[src/rtl/rst_safe_pkg.sv]
`timescale 1ns/1ps
package rst_safe_pkg;

  // How a stream group presents its pins.
  typedef enum logic [1:0] {
    OUT_DATA = 2'd0,
    OUT_HIGH = 2'd1,
    OUT_HIZ  = 2'd2
  } out_mode_e;

  // Settling interval in clock cycles, rounded up.
  function automatic int unsigned stretch_cycles(input int unsigned clk_khz,
                                                 input int unsigned settle_us);
    return (clk_khz * settle_us + 999) / 1000;
  endfunction

endpackage

[src/rtl/rst_sync.sv]
`timescale 1ns/1ps
module rst_sync #(
  parameter int DEPTH = 2
) (
  input  logic clk,
  input  logic arst_n,
  output logic released
);
  logic [DEPTH-1:0] chain_q;

  generate
    if (DEPTH == 1) begin : g_single
      always_ff @(posedge clk or negedge arst_n) begin
        if (!arst_n) chain_q <= '0;
        else         chain_q <= 1'b1;
      end
    end else begin : g_chain
      always_ff @(posedge clk or negedge arst_n) begin
        if (!arst_n) chain_q <= '0;
        else         chain_q <= {chain_q[DEPTH-2:0], 1'b1};
      end
    end
  endgenerate

  assign released = chain_q[DEPTH-1];
endmodule

[src/rtl/rst_stretch_cnt.sv]
`timescale 1ns/1ps
module rst_stretch_cnt #(
  parameter int CYCLES = 400
) (
  input  logic clk,
  input  logic arst_n,
  input  logic released,
  output logic done_n
);
  localparam int CNT_W = (CYCLES > 1) ? $clog2(CYCLES) : 1;
  localparam logic [CNT_W-1:0] LAST = CNT_W'(CYCLES - 1);

  logic [CNT_W-1:0] cnt_q;
  logic             done_q;

  always_ff @(posedge clk or negedge arst_n) begin
    if (!arst_n) begin
      cnt_q  <= '0;
      done_q <= 1'b0;
    end else if (released && !done_q) begin
      if (cnt_q == LAST) done_q <= 1'b1;
      else               cnt_q  <= cnt_q + 1'b1;
    end
  end

  assign done_n = done_q;
endmodule

[src/rtl/stream_safe_mux.sv]
`timescale 1ns/1ps
module stream_safe_mux
  import rst_safe_pkg::*;
#(
  parameter int W  = 16,
  parameter int CW = 2
) (
  input  logic          safe,
  input  logic          strap_hi,
  input  logic [W-1:0]  data_in,
  input  logic [CW-1:0] ctl_in,
  output logic [W-1:0]  data_out,
  output logic [W-1:0]  oe,
  output logic [CW-1:0] ctl_out
);
  out_mode_e mode;

  always_comb begin
    if (!safe)         mode = OUT_DATA;
    else if (strap_hi) mode = OUT_HIGH;
    else               mode = OUT_HIZ;
  end

  for (genvar b = 0; b < W; b++) begin : g_bit
    assign data_out[b] = (mode == OUT_DATA) ? data_in[b] : (mode == OUT_HIGH);
    assign oe[b]       = (mode != OUT_HIZ);
  end

  assign ctl_out = (mode == OUT_DATA) ? ctl_in : '0;
endmodule

[src/rtl/rst_stretch_safe_ctl.sv]
`timescale 1ns/1ps
module rst_stretch_safe_ctl
  import rst_safe_pkg::*;
#(
  parameter int LOC_N      = 16,
  parameter int BP_N       = 32,
  parameter int LOC_CW     = 2,
  parameter int BP_CW      = 4,
  parameter int SYNC_DEPTH = 2,
  parameter int CLK_KHZ    = 8000,
  parameter int SETTLE_US  = 50
) (
  input  logic              clk,
  input  logic              rst_pin_n,
  input  logic              drive_en,
  input  logic              loc_strap_hi,
  input  logic              bp_strap_hi,
  input  logic [LOC_N-1:0]  loc_data_in,
  input  logic [BP_N-1:0]   bp_data_in,
  input  logic [LOC_CW-1:0] loc_bufctl_in,
  input  logic [BP_CW-1:0]  bp_bufctl_in,
  output logic              core_rst_n,
  output logic [LOC_N-1:0]  loc_out,
  output logic [LOC_N-1:0]  loc_oe,
  output logic [BP_N-1:0]   bp_out,
  output logic [BP_N-1:0]   bp_oe,
  output logic [LOC_CW-1:0] loc_bufctl,
  output logic [BP_CW-1:0]  bp_bufctl
);
  localparam int STRETCH_CYC = int'(stretch_cycles(CLK_KHZ, SETTLE_US));
  localparam int REL_EDGES   = SYNC_DEPTH + STRETCH_CYC;

  logic released;
  logic safe;

  rst_sync #(.DEPTH(SYNC_DEPTH)) u_sync (
    .clk      (clk),
    .arst_n   (rst_pin_n),
    .released (released)
  );

  rst_stretch_cnt #(.CYCLES(STRETCH_CYC)) u_cnt (
    .clk      (clk),
    .arst_n   (rst_pin_n),
    .released (released),
    .done_n   (core_rst_n)
  );

  assign safe = !core_rst_n || !drive_en;

  stream_safe_mux #(.W(LOC_N), .CW(LOC_CW)) u_loc (
    .safe     (safe),
    .strap_hi (loc_strap_hi),
    .data_in  (loc_data_in),
    .ctl_in   (loc_bufctl_in),
    .data_out (loc_out),
    .oe       (loc_oe),
    .ctl_out  (loc_bufctl)
  );

  stream_safe_mux #(.W(BP_N), .CW(BP_CW)) u_bp (
    .safe     (safe),
    .strap_hi (bp_strap_hi),
    .data_in  (bp_data_in),
    .ctl_in   (bp_bufctl_in),
    .data_out (bp_out),
    .oe       (bp_oe),
    .ctl_out  (bp_bufctl)
  );
endmodule

[config.mk]
export PLATFORM = sky130hd
export DESIGN_NAME = rst_stretch_safe_ctl
export DESIGN_NICKNAME = d
export VERILOG_FILES = /design/src/rtl/rst_safe_pkg.sv /design/src/rtl/rst_sync.sv /design/src/rtl/rst_stretch_cnt.sv /design/src/rtl/stream_safe_mux.sv /design/src/rtl/rst_stretch_safe_ctl.sv
export SDC_FILE = /design/constraint.sdc
export NUM_CORES = 1
export LEC_CHECK = 0
export ABC_AREA = 1
export BUFFER_PORTS_ARGS = -buffer_cell sky130_fd_sc_hd__buf_2
export CAP_MARGIN = 20
export CORE_ASPECT_RATIO = 1.4
export CORE_MARGIN = 2
export CORE_UTILIZATION = 35
export DETAILED_ROUTE_END_ITERATION = 7
export PLACE_DENSITY = 0.92
export SLEW_MARGIN = 10
export SYNTH_ARGS = -nofsm -noshare
export SYNTH_HDL_FRONTEND = slang
export SYNTH_SLANG_ARGS = --single-unit
[constraint.sdc]
create_clock -name clk -period 1.9 [get_ports clk]
set_input_delay 0.38 -clock clk [delete_from_list [all_inputs] [get_ports clk]]
set_output_delay 0.38 -clock clk [all_outputs]
set_load 0.02 [all_outputs]
==> results of run 1 <==
## per-stage QoR
step                setup WS, ns  instance area (sq um)  power (uW)  hold WS [ns]
global placement           0.291                   1990         875         0.266
finish                    0.0987                   2080        1180      -0.00189
floorplan                 0.0233                   1470         748        0.0844
global route              0.0143                   2080        1250        0.0140
detailed placement         0.255                   1990         889         0.273
CTS                       0.0522                   2050        1180        0.0104
## path summary, 6_finish.rpt
kind,endpoint,slack (ns),cells past startpoint
worst max-delay path,bp_oe[29],0.1,5
worst min-delay path,u_cnt.cnt_q[6],-0.002,1
worst max register to register,u_cnt.cnt_q[6],0.62,8
worst min register to register,u_sync.chain_q[1],0.36,0
max in group asynchronous,u_cnt.cnt_q[3],1.68,1
min in group clk,u_sync.chain_q[1],0.36,0
## layout by cell type, fill, tap and decap left out
cell type and instances:
sky130_fd_sc_hd__dfrtp_1 12, sky130_fd_sc_hd__ha_1 1, sky130_fd_sc_hd__o21ai_1 3, sky130_fd_sc_hd__buf_2 161
sky130_fd_sc_hd__nor2_2 1, sky130_fd_sc_hd__inv_1 18, sky130_fd_sc_hd__nor3_1 2, sky130_fd_sc_hd__nand3_1 10
sky130_fd_sc_hd__nor2_4 1, sky130_fd_sc_hd__conb_1 1, sky130_fd_sc_hd__o21a_1 48, sky130_fd_sc_hd__nor2_1 9
sky130_fd_sc_hd__xor2_1 1, sky130_fd_sc_hd__nand2_2 2, sky130_fd_sc_hd__inv_2 4, sky130_fd_sc_hd__clkbuf_16 1
sky130_fd_sc_hd__nand2_1 26, sky130_fd_sc_hd__buf_4 4, sky130_fd_sc_hd__nand2_4 3, sky130_fd_sc_hd__nand3_4 1
sky130_fd_sc_hd__buf_12 2, sky130_fd_sc_hd__o21ai_0 1, sky130_fd_sc_hd__nand4_1 2, sky130_fd_sc_hd__clkbuf_8 4
## logic make-up after synthesis
logic type / count (synthesis) / share of synthesized area (%)
buffers and inverters: 78 / 33.0
AOI/OAI and AO/OA: 52 / 26.0
DFF: 12 / 20.5
and+or+nand+nor: 57 / 18.8
other: 1 / 0.256
xor gates and xnor gates: 1 / 0.598
adders and majority gates: 1 / 0.854
## worst register-to-register path, stage by stage, from the launching register on
cell	delay, ns
sky130_fd_sc_hd__dfrtp_1	0.40
sky130_fd_sc_hd__buf_4	0.16
sky130_fd_sc_hd__inv_2	0.05
sky130_fd_sc_hd__nand2_1	0.11
sky130_fd_sc_hd__inv_2	0.16
sky130_fd_sc_hd__nand2_1	0.11
sky130_fd_sc_hd__o21ai_1	0.13
sky130_fd_sc_hd__nand2_1	0.06
sky130_fd_sc_hd__inv_1	0.05
## what timing repair did
item                                    CTS  global route
cloned                                    0             1
endpoints found under the setup margin   19            32
hold buffers                              0             0
resized for setup                         0             1
buffers inserted                          1             0
hold endpoints to repair                  0             0
## per-layer routing
metal,GRT usage (%),up-vias
met3,8.86,9
met4,5.23,0
met5,0,-
li1,-,835
met1,20.9,716
met2,33.0,115
## power groups by stage
stage	registers, uW	logic, uW	clock network (uW)
finish	360	532	290
global route	368	578	307
CTS	359	529	289
detailed placement	363	526	0
global placement	361	514	0
floorplan	350	399	0
## sequential cells by signal, summed over array words and instances, names as in the netlist
name	cells
u_cnt.cnt_q	9
u_sync.chain_q	2
u_cnt.done_n	1
## area by class of cell
cell class | count | area share [%]
inverter | 22 | 3.96
clock buffer | 4 | 2.64
sequential | 12 | 14.4
timing repair buffer | 168 | 43.2
tap | 43 | 2.58
multi-input combinational | 112 | 33.2
==> reports/summary.json, run 1 <==
{
  "status": {
    "run_status": "complete, but fails checks",
    "failed_checks": "design-rule violations, negative hold slack"
  },
  "global_route": {
    "global_route_wire_length_before_repair_mm": 6.89,
    "grt_pass1_vias": 1472,
    "grt_use_total_pct": 19.2,
    "grt_start_max_net_pins": 49,
    "antenna_found_initial": 0,
    "globalRoute.totalOverflow": 0
  },
  "drt": {
    "m1WireLength_mm": 1.86,
    "drcViolationCount": 14,
    "routed-wl-met3_microns": 706,
    "detail_route.iter0.violations": 85,
    "post_drt_wl_per_cell_microns": 13.6,
    "ant_nets": 0,
    "vias_per_cell": 4.64,
    "first_pass_iters": 6,
    "wl_met2_mm": 2.29,
    "routed.top_layer": "met4",
    "detail_route.wirelength_mm": 4.92,
    "total_number_of_vias": 1675
  },
  "synth": {
    "synthTopCellsByCount": "48 x sky130_fd_sc_hd__o21a_1, 46 x sky130_fd_sc_hd__buf_4, 28 x sky130_fd_sc_hd__nand2_1",
    "yosysMostFrequentCell": "sky130_fd_sc_hd__o21a_1",
    "netlist.area_leader.share_pct": 24.6,
    "synth_seq_area_share_pct": 20.5,
    "synth-warning-count": 0,
    "syn-cell-area_sq_um": 1470,
    "number_of_synthesized_register_bits": 12,
    "synth_async_sr_flop_share_pct": 100,
    "synth.net_count": 262,
    "post-synth-top-area-cell": "sky130_fd_sc_hd__o21a_1",
    "synth_enable_flop_cells": 0,
    "synthesis.area_per_instance_sq_um": 7.25,
    "synthTopCellsByArea": "sky130_fd_sc_hd__o21a_1 25%, sky130_fd_sc_hd__buf_4 24%, sky130_fd_sc_hd__dfrtp_1 20%",
    "post_synth_num_cell_types": 22,
    "syn-instance-count": 202,
    "synth_ff_type": "sky130_fd_sc_hd__dfrtp_1"
  },
  "final_layout": {
    "fillerInstances": 387,
    "area.growth.synth_to_final_pct": 42.2,
    "fin_util_pct": 52.3,
    "n_antenna_cell": 0,
    "multi_input_area_sq_um": 691,
    "seqCellArea_sq_um": 300,
    "finish.net_count": 379,
    "layout.cells.non_filler": 361,
    "final_layout_size_suffix_gt1_share_pct": 57.9
  },
  "critical_path": {
    "critical_path.max_stage_delay_ns": 0.40,
    "critical_path_arrival_ns": 1.42,
    "cp_data_required_time_ns": 1.52,
    "crit_chain": "nand2_2, nand2_4, buf_12, buf_4, buf_2",
    "worst_setup_path_startpoint": "u_cnt.done_n",
    "worst-path-buf-inv": 3,
    "worstReg2RegStart": "u_cnt.done_n",
    "crit_path_max_fanout": 23,
    "worst_setup_path_end_kind": "primary output",
    "crit_path_start_kind": "register",
    "crit_family": "buffers and inverters",
    "path_class": "reg2out",
    "worst_path_max_delay_cell": "sky130_fd_sc_hd__dfrtp_1"
  },
  "pwr": {
    "worst_ir_drop_vdd_mv": 0.485,
    "internal_power_uw": 692,
    "switching_share_pct": 41.5,
    "switchingPower_uw": 490,
    "power.share.clock_pct": 24.5,
    "p_per_area_nw_per_um2": 567,
    "power.leakage_uw": 0.00123,
    "pwr-share-seq_pct": 30.5,
    "power.combinational.fraction_pct": 45.0
  },
  "timing": {
    "fin_crit_sh_pct": 94.8,
    "report.final.setup_viol": 0,
    "max_freq_mhz": 555,
    "hold_ws_ns": -0.00189,
    "drv_slew": 0,
    "skew_ns": 0.00149,
    "setup-tns-final_ns": 0,
    "rsz0062_at_grt": "no",
    "final_hold_viol_count": 5,
    "final.min_clock_period_ns": 1.80
  },
  "place": {
    "detailedPlacementHpwl_mm": 3.88,
    "gpl_wtd_cong": 0.844,
    "dpl.cell_count": 355,
    "port-buffer-count": 161
  },
  "cts": {
    "cts_buffers": 3,
    "clock_sink_count": 12,
    "clock_transition_at_path_regs_ns": 0.06,
    "clock_tree.htree_level_count": 1,
    "clock-root-buffer": "sky130_fd_sc_hd__clkbuf_8",
    "cts-root-to-sink-buffers": 2,
    "tritoncts": "yes",
    "clk_latency_ns": 0.25
  },
  "floorplan": {
    "coreArea_sq_um": 3990,
    "die_area_sq_um": 4730,
    "initial_core_util_pct": 36.8,
    "top_level_ports": 162,
    "row_count": 27,
    "fp.dieH_microns": 80.6,
    "floorplan.die.width_microns": 58.7
  },
  "flow_run": {
    "maxCapViolations": 0
  },
  "min_path": {
    "timing.hold.worst.class": "in2async"
  }
}
(Power assumes the default switching activity.)
==> run 2, diff against run 1 <==
Settings changed: HOLD_SLACK_MARGIN set to 0.12.
==> run 2 against run 1 <==
Routed wire length is essentially flat. Clock power about the same. Worst setup slack is essentially flat. Worst hold slack better by 0.36 ns. The flow finishes with violations (design-rule violations). Highest routed layer unchanged. Final area grew 0.48%. Global-route usage is the same. Sequential share of layout area is 0.069 points lower. Clock-buffer cell count stayed put.
==> reports/summary.json, run 2 (same netlist as run 1, synthesis figures left out) <==
{
  "status": {
    "run_status": {"value": "complete, but fails checks", "change": "unchanged"},
    "failed_checks": {"value": "design-rule violations", "change": "was design-rule violations, negative hold slack"}
  },
  "final_layout": {
    "max_flop_register": {"value": "u_cnt.cnt_q", "change": "unchanged"},
    "largest_reg_flops": {"value": 9, "change": "unchanged"},
    "area.growth.synth_to_final": {"value": 42.9, "unit": "%", "change": "was 42.2%"},
    "final_layout_size_suffix_gt1_share": {"value": 57.7, "unit": "%", "change": "was 57.9%"},
    "fillerInstances": {"value": 386, "change": "was 387"},
    "multi_input_area": {"value": 691, "unit": "sq um", "change": "unchanged"},
    "n_antenna_cell": {"value": 0, "change": "unchanged"},
    "most_used_cells_in_the_layout_excluding_fill_and_tap_cells": {"value": "161 x sky130_fd_sc_hd__buf_2, 48 x sky130_fd_sc_hd__o21a_1, 26 x sky130_fd_sc_hd__nand2_1, 18 x sky130_fd_sc_hd__inv_1, 12 x sky130_fd_sc_hd__dfrtp_1", "change": "unchanged"},
    "seqCellArea": {"value": 300, "unit": "sq um", "change": "unchanged"},
    "final_common_cell": {"value": "sky130_fd_sc_hd__buf_2", "change": "unchanged"},
    "finish.net_count": {"value": 380, "change": "was 379"}
  },
  "critical_path": {
    "critical_path_arrival": {"value": 1.42, "unit": "ns", "change": "about the same"},
    "worst_setup_path_end_kind": {"value": "primary output", "change": "unchanged"},
    "worstReg2RegStart": {"value": "u_cnt.done_n", "change": "unchanged"},
    "rr_endpoint": {"value": "u_cnt.cnt_q[6]", "change": "unchanged"},
    "cp_data_required_time": {"value": 1.52, "unit": "ns", "change": "about the same"},
    "timing.reg2reg.setup_slack": {"value": 0.63, "unit": "ns", "change": "was 0.62 ns"},
    "crit_path_start_kind": {"value": "register", "change": "unchanged"},
    "ff2ff_path_depth": {"value": 8, "change": "unchanged"},
    "crit_path_max_fanout": {"value": 23, "change": "unchanged"},
    "path_class": {"value": "reg2out", "change": "unchanged"}
  },
  "timing": {
    "setup-tns-final": {"value": 0, "unit": "ns", "change": "unchanged"},
    "final.min_clock_period": {"value": 1.80, "unit": "ns", "change": "about the same"},
    "drv_slew": {"value": 0, "change": "unchanged"},
    "max_freq": {"value": 555, "unit": "MHz", "change": "about the same"},
    "final.setup.worst_slack": {"value": 0.0989, "unit": "ns", "change": "was 0.0987 ns"},
    "fin_crit_sh": {"value": 94.8, "unit": "%", "change": "about the same"},
    "hold_ws": {"value": 0.356, "unit": "ns", "change": "was -0.00189 ns"},
    "report.final.setup_viol": {"value": 0, "change": "unchanged"},
    "rsz0062_at_grt": {"value": "no", "change": "unchanged"},
    "final_hold_viol_count": {"value": 0, "change": "was 5"},
    "skew": {"value": 0.00129, "unit": "ns", "change": "was 0.00149 ns"}
  },
  "floorplan": {
    "coreArea": {"value": 3990, "unit": "sq um", "change": "unchanged"},
    "floorplan.die.width": {"value": 58.7, "unit": "microns", "change": "unchanged"},
    "top_level_ports": {"value": 162, "change": "unchanged"},
    "initial_core_util": {"value": 36.8, "unit": "%", "change": "unchanged"},
    "row_count": {"value": 27, "change": "unchanged"},
    "die_area": {"value": 4730, "unit": "sq um", "change": "unchanged"},
    "fp.dieH": {"value": 80.6, "unit": "microns", "change": "unchanged"}
  },
  "min_path": {
    "worstHoldPathCells": 0,
    "timing.hold.worst.class": {"value": "reg2reg", "change": "was in2async"},
    "min_delay_worst_endpoint": "u_sync.chain_q[1]",
    "hold_start": "u_sync.chain_q[0]"
  },
  "pwr": {
    "power.share.clock": {"value": 24.5, "unit": "%", "change": "about the same"},
    "worst_ir_drop_vdd": {"value": 0.484, "unit": "mV", "change": "was 0.485 mV"},
    "p_per_area": {"value": 565, "unit": "nW/um^2", "change": "was 567 nW/um^2"},
    "internal_power": {"value": 693, "unit": "uW", "change": "was 692 uW"},
    "switchingPower": {"value": 490, "unit": "uW", "change": "about the same"},
    "power.combinational.fraction": {"value": 45.1, "unit": "%", "change": "was 45.0%"},
    "pwr-share-seq": {"value": 30.5, "unit": "%", "change": "about the same"},
    "power.leakage": {"value": 0.00123, "unit": "uW", "change": "about the same"},
    "switching_share": {"value": 41.4, "unit": "%", "change": "was 41.5%"}
  },
  "place": {
    "gpl_wtd_cong": {"value": 0.844, "change": "unchanged"},
    "placement.setup.worst_slack": {"value": 0.255, "unit": "ns", "change": "unchanged"},
    "detailedPlacementHpwl": {"value": 3.88, "unit": "mm", "change": "unchanged"},
    "port-buffer-count": {"value": 161, "change": "unchanged"}
  },
  "cts": {
    "clock_transition_at_path_regs": {"value": 0.05, "unit": "ns", "change": "was 0.06 ns"},
    "cts_buffers": {"value": 3, "change": "unchanged"},
    "clock_tree.htree_level_count": {"value": 1, "change": "unchanged"},
    "clock_sink_count": {"value": 12, "change": "unchanged"},
    "tritoncts": {"value": "yes", "change": "unchanged"},
    "clock-root-buffer": {"value": "sky130_fd_sc_hd__clkbuf_8", "change": "unchanged"},
    "cts-root-to-sink-buffers": {"value": 2, "change": "unchanged"},
    "clk_latency": {"value": 0.25, "unit": "ns", "change": "about the same"}
  },
  "global_route": {
    "grt_use_total": {"value": 19.2, "unit": "%", "change": "unchanged"},
    "globalRoute.totalOverflow": {"value": 0, "change": "unchanged"},
    "grt_start_max_net_pins": {"value": 49, "change": "unchanged"},
    "global_route_wire_length_before_repair": {"value": 6.89, "unit": "mm", "change": "unchanged"},
    "grt_pass1_vias": {"value": 1472, "change": "unchanged"},
    "antenna_found_initial": {"value": 0, "change": "unchanged"}
  },
  "drt": {
    "ant_nets": {"value": 0, "change": "unchanged"},
    "vias_per_cell": {"value": 4.63, "change": "was 4.64"},
    "detail_route.iter0.violations": {"value": 81, "change": "was 85"},
    "drcViolationCount": {"value": 14, "change": "unchanged"},
    "total_number_of_vias": {"value": 1676, "change": "was 1675"},
    "first_pass_iters": {"value": 6, "change": "unchanged"},
    "post_drt_wl_per_cell": {"value": 13.6, "unit": "microns", "change": "about the same"},
    "detail_route.wirelength": {"value": 4.92, "unit": "mm", "change": "about the same"}
  },
  "flow_run": {
    "maxCapViolations": {"value": 0, "change": "unchanged"}
  }
}
## run 2: changes by cell type in the layout (fill, tap and decap cells not counted), sizes merged
cell / change
dlygate4sd3: +1
## run 2: final cells by class
type	count	area share (%)
clock buffer	4	2.63
inverter	22	3.95
multi-input combinational	112	33.0
sequential	12	14.3
tap	43	2.57
timing repair buffer	169	43.5
## run 2: power groups by stage
stage | logic (uW) | clock network [uW] | registers (uW)
CTS | 530 | 289 | 359
global route | 580 | 307 | 368
floorplan | 399 | 0 | 350
detailed placement | 526 | 0 | 363
global placement | 514 | 0 | 361
finish | 533 | 289 | 361
## run 2: how the worst max path moves through the flow
stage	startpoint	to	slack [ns]	cells after the start
6_report	u_cnt.done_n	bp_oe[29]	0.1	5
5_1_grt	u_cnt.done_n	bp_oe[16]	0.01	5
4_1_cts	u_cnt.done_n	bp_oe[22]	0.05	5
3_5_place_dp	drive_en	bp_oe[22]	0.26	6
3_3_place_gp	drive_en	bp_oe[6]	0.29	6
2_1_floorplan	u_cnt.done_n	bp_out[1]	0.02	4
## run 2: stage by stage
step	std cells	util [%]	cell area (sq um)	power [uW]
after CTS	361	51.8	2060	1180
after global placement	355	49.9	1990	875
after detailed placement	355	49.9	1990	889
after floorplan	202	-	1470	748
final	362	52.5	2090	1180
after global routing	362	52.5	2090	1250
## run 2: timing repair
action | in CTS | in global routing
buffers inserted | 1 | 0
endpoints found under the setup margin | 19 | 32
cloned | 0 | 1
gates resized for setup | 0 | 1
hold endpoints to repair | 12 | 0
hold buffers | 1 | 0
## run 2: worst max-delay path: stages, from the launching register on
cell                      delay (ns)
sky130_fd_sc_hd__dfrtp_1        0.40
sky130_fd_sc_hd__nand2_2        0.16
sky130_fd_sc_hd__nand2_4        0.11
sky130_fd_sc_hd__buf_12         0.17
sky130_fd_sc_hd__buf_4          0.16
sky130_fd_sc_hd__buf_2          0.15
## run 2: layer usage
metal | part of all wire, % | track usage, % | wire (microns) | vias up
met5 | 0 | 0 | 0 | -
met3 | 14 | 8.86 | 699 | 9
met2 | 47 | 33.0 | 2300 | 113
met1 | 38 | 20.9 | 1860 | 717
li1 | - | - | - | 837
met4 | 1.3 | 5.23 | 65 | 0
==> run 3, diff against run 2 <==
Settings changed: RECOVER_POWER set to 100.
==> run 3 against run 2 <==
The run still ends with design-rule violations left. Clock skew about the same. Total power shrank 1.4%. Core utilization down 1.6 points. Worst hold slack about the same. Combinational power down 2%. Routed wire length about the same. Non-clock buffer count unchanged. Sequential cell count unchanged. Sequential share of layout area up 0.46 points. Critical path depth shrank 1. Global-route usage unchanged.
==> reports/summary.json, run 3 (same netlist as run 1, synthesis figures left out) <==
{
  "critical_path": {
    "path_class": {"value": "reg2out", "change": "unchanged"},
    "critical_path_arrival": {"value": 1.42, "unit": "ns", "change": "about the same"},
    "timing.reg2reg.setup_slack": {"value": 0.46, "unit": "ns", "change": "was 0.63 ns"},
    "cp_data_required_time": {"value": 1.52, "unit": "ns", "change": "about the same"},
    "crit_path_start_kind": {"value": "register", "change": "unchanged"},
    "worstReg2RegStart": {"value": "u_cnt.cnt_q[0]", "change": "was u_cnt.done_n"},
    "rr_endpoint": {"value": "u_cnt.cnt_q[3]", "change": "was u_cnt.cnt_q[6]"},
    "worst_setup_path_end_kind": {"value": "primary output", "change": "unchanged"},
    "ff2ff_path_depth": {"value": 7, "change": "was 8"},
    "crit_path_max_fanout": {"value": 6, "change": "was 23"}
  },
  "global_route": {
    "grt_use_total": {"value": 19.2, "unit": "%", "change": "unchanged"},
    "globalRoute.totalOverflow": {"value": 0, "change": "unchanged"},
    "grt_start_max_net_pins": {"value": 49, "change": "unchanged"},
    "antenna_found_initial": {"value": 0, "change": "unchanged"},
    "grt_pass1_vias": {"value": 1472, "change": "unchanged"},
    "global_route_wire_length_before_repair": {"value": 6.89, "unit": "mm", "change": "unchanged"}
  },
  "floorplan": {
    "die_area": {"value": 4730, "unit": "sq um", "change": "unchanged"},
    "top_level_ports": {"value": 162, "change": "unchanged"},
    "coreArea": {"value": 3990, "unit": "sq um", "change": "unchanged"},
    "initial_core_util": {"value": 36.8, "unit": "%", "change": "unchanged"},
    "row_count": {"value": 27, "change": "unchanged"},
    "floorplan.die.width": {"value": 58.7, "unit": "microns", "change": "unchanged"},
    "fp.dieH": {"value": 80.6, "unit": "microns", "change": "unchanged"}
  },
  "timing": {
    "report.final.setup_viol": {"value": 0, "change": "unchanged"},
    "max_freq": {"value": 554, "unit": "MHz", "change": "was 555 MHz"},
    "setup-tns-final": {"value": 0, "unit": "ns", "change": "unchanged"},
    "timing_worst_slew_pin_value_ns": 0.659,
    "fin_crit_sh": {"value": 95.0, "unit": "%", "change": "was 94.8%"},
    "max_slew_margin_pct": 56.1,
    "final.min_clock_period": {"value": 1.80, "unit": "ns", "change": "about the same"},
    "skew": {"value": 0.00132, "unit": "ns", "change": "was 0.00129 ns"},
    "hold_ws": {"value": 0.356, "unit": "ns", "change": "about the same"},
    "rsz0062_at_grt": {"value": "no", "change": "unchanged"},
    "final_hold_viol_count": {"value": 0, "change": "unchanged"},
    "drv_slew": {"value": 0, "change": "unchanged"}
  },
  "final_layout": {
    "final_layout_size_suffix_gt1_share": {"value": 45.8, "unit": "%", "change": "was 57.7%"},
    "multi_input_area": {"value": 673, "unit": "sq um", "change": "was 691 sq um"},
    "largest_reg_flops": {"value": 9, "change": "unchanged"},
    "seqCellArea": {"value": 300, "unit": "sq um", "change": "unchanged"},
    "final_common_cell": {"value": "sky130_fd_sc_hd__buf_2", "change": "unchanged"},
    "n_antenna_cell": {"value": 0, "change": "unchanged"},
    "fin_area": {"value": 2030, "unit": "sq um", "change": "was 2090 sq um"},
    "fillerInstances": {"value": 408, "change": "was 386"},
    "area.growth.synth_to_final": {"value": 38.4, "unit": "%", "change": "was 42.9%"},
    "finish.net_count": {"value": 380, "change": "unchanged"},
    "most_used_cells_in_the_layout_excluding_fill_and_tap_cells": {"value": "65 x sky130_fd_sc_hd__buf_2, 64 x sky130_fd_sc_hd__clkbuf_2, 48 x sky130_fd_sc_hd__o21a_1, 34 x sky130_fd_sc_hd__clkbuf_1, 27 x sky130_fd_sc_hd__nand2_1", "change": "was 161 x sky130_fd_sc_hd__buf_2, 48 x sky130_fd_sc_hd__o21a_1, 26 x sky130_fd_sc_hd__nand2_1, 18 x sky130_fd_sc_hd__inv_1, 12 x sky130_fd_sc_hd__dfrtp_1"},
    "max_flop_register": {"value": "u_cnt.cnt_q", "change": "unchanged"}
  },
  "drt": {
    "detail_route.iter0.violations": {"value": 75, "change": "was 81"},
    "first_pass_iters": {"value": 6, "change": "unchanged"},
    "ant_nets": {"value": 0, "change": "unchanged"},
    "drcViolationCount": {"value": 14, "change": "unchanged"},
    "detail_route.wirelength": {"value": 4.92, "unit": "mm", "change": "about the same"},
    "vias_per_cell": {"value": 4.64, "change": "was 4.63"},
    "total_number_of_vias": {"value": 1681, "change": "was 1676"},
    "post_drt_wl_per_cell": {"value": 13.6, "unit": "microns", "change": "about the same"}
  },
  "pwr": {
    "power.leakage": {"value": 0.00114, "unit": "uW", "change": "was 0.00123 uW"},
    "worst_ir_drop_vdd": {"value": 0.485, "unit": "mV", "change": "was 0.484 mV"},
    "fin_total_pwr": {"value": 1170, "unit": "uW", "change": "was 1180 uW"},
    "p_per_area": {"value": 575, "unit": "nW/um^2", "change": "was 565 nW/um^2"}
  },
  "min_path": {
    "min_delay_worst_endpoint": {"value": "u_sync.chain_q[1]", "change": "unchanged"},
    "worstHoldPathCells": {"value": 0, "change": "unchanged"},
    "timing.hold.worst.class": {"value": "reg2reg", "change": "unchanged"},
    "hold_start": {"value": "u_sync.chain_q[0]", "change": "unchanged"}
  },
  "cts": {
    "clock_sink_count": {"value": 12, "change": "unchanged"},
    "cts_buffers": {"value": 3, "change": "unchanged"},
    "tritoncts": {"value": "yes", "change": "unchanged"},
    "clock-root-buffer": {"value": "sky130_fd_sc_hd__clkbuf_8", "change": "unchanged"},
    "cts-root-to-sink-buffers": {"value": 2, "change": "unchanged"},
    "clock_tree.htree_level_count": {"value": 1, "change": "unchanged"},
    "clock_transition_at_path_regs": {"value": 0.05, "unit": "ns", "change": "about the same"},
    "clk_latency": {"value": 0.25, "unit": "ns", "change": "about the same"}
  },
  "place": {
    "gpl_wtd_cong": {"value": 0.844, "change": "unchanged"},
    "port-buffer-count": {"value": 161, "change": "unchanged"},
    "dpl_cell_area": {"value": 1990, "unit": "sq um", "change": "unchanged"},
    "detailedPlacementHpwl": {"value": 3.88, "unit": "mm", "change": "unchanged"}
  },
  "status": {
    "run_status": {"value": "complete, but fails checks", "change": "unchanged"},
    "failed_checks": {"value": "design-rule violations", "change": "unchanged"}
  },
  "flow_run": {
    "maxCapViolations": {"value": 0, "change": "unchanged"}
  }
}
## run 3: cell count changes in the layout (fill, tap and decap cells not counted), moves of 2 or more
cell	delta
sky130_fd_sc_hd__buf_2	-96
sky130_fd_sc_hd__clkbuf_1	+34
sky130_fd_sc_hd__clkbuf_2	+64
sky130_fd_sc_hd__buf_4	-2
sky130_fd_sc_hd__o21ai_1	-2
sky130_fd_sc_hd__o21ai_0	+2
## run 3: layer usage
metal | share of wire [%] | wire length (microns) | vias to the layer above | track usage [%]
met5 | 0 | 0 | - | 0
met4 | 1.2 | 57 | 0 | 5.23
met3 | 14 | 704 | 8 | 8.86
met2 | 47 | 2320 | 109 | 33.0
met1 | 37 | 1840 | 727 | 20.9
li1 | - | - | 837 | -
## run 3: stage by stage
stage | utilization (%) | cells | setup WS (ns)
after floorplan | - | 202 | 0.0233
after global routing | 50.9 | 362 | 0.00825
final | 50.9 | 362 | 0.0959
after global placement | 49.9 | 355 | 0.291
after CTS | 51.8 | 361 | 0.0522
after detailed placement | 49.9 | 355 | 0.255
## run 3: power by group
group	internal (uW)	leakage [uW]	switching [uW]	total, uW
registers	299	0.000156	59.0	358
logic	199	0.000960	324	523
clock network	184	0.0000288	102	286
total	681	0.00114	486	1170
## run 3: worst max-delay path by stage
stage                              to          from  depth (start not counted)
final                     loc_out[15]  u_cnt.done_n                          4
after global routing         bp_oe[1]  u_cnt.done_n                          5
after CTS                   bp_oe[22]  u_cnt.done_n                          5
after detailed placement    bp_oe[22]      drive_en                          6
after global placement       bp_oe[6]      drive_en                          6
after floorplan             bp_out[1]  u_cnt.done_n                          4
## run 3: layout make-up
type / instances / area share [%]
Multi-Input combinational cell: 112 / 33.2
Sequential cell: 12 / 14.8
Inverter: 22 / 4.07
Tap cell: 43 / 2.65
Clock buffer: 4 / 2.71
Timing Repair Buffer: 169 / 42.6
## run 3: critical path, cell delays in order, from the launching register on
cell and delay (ns):
sky130_fd_sc_hd__dfrtp_1 0.41, sky130_fd_sc_hd__nand2_2 0.16, sky130_fd_sc_hd__clkbuf_1 0.29, sky130_fd_sc_hd__o21a_1 0.16, sky130_fd_sc_hd__clkbuf_2 0.16
## run 3: timing repair
item                                    4_1_cts  5_1_grt
endpoints found under the setup margin       19       32
cloned                                        0        1
gates resized for setup                       0        1
endpoints found under the hold margin        12        0
buffers inserted                              1        0
hold buffers                                  1        0
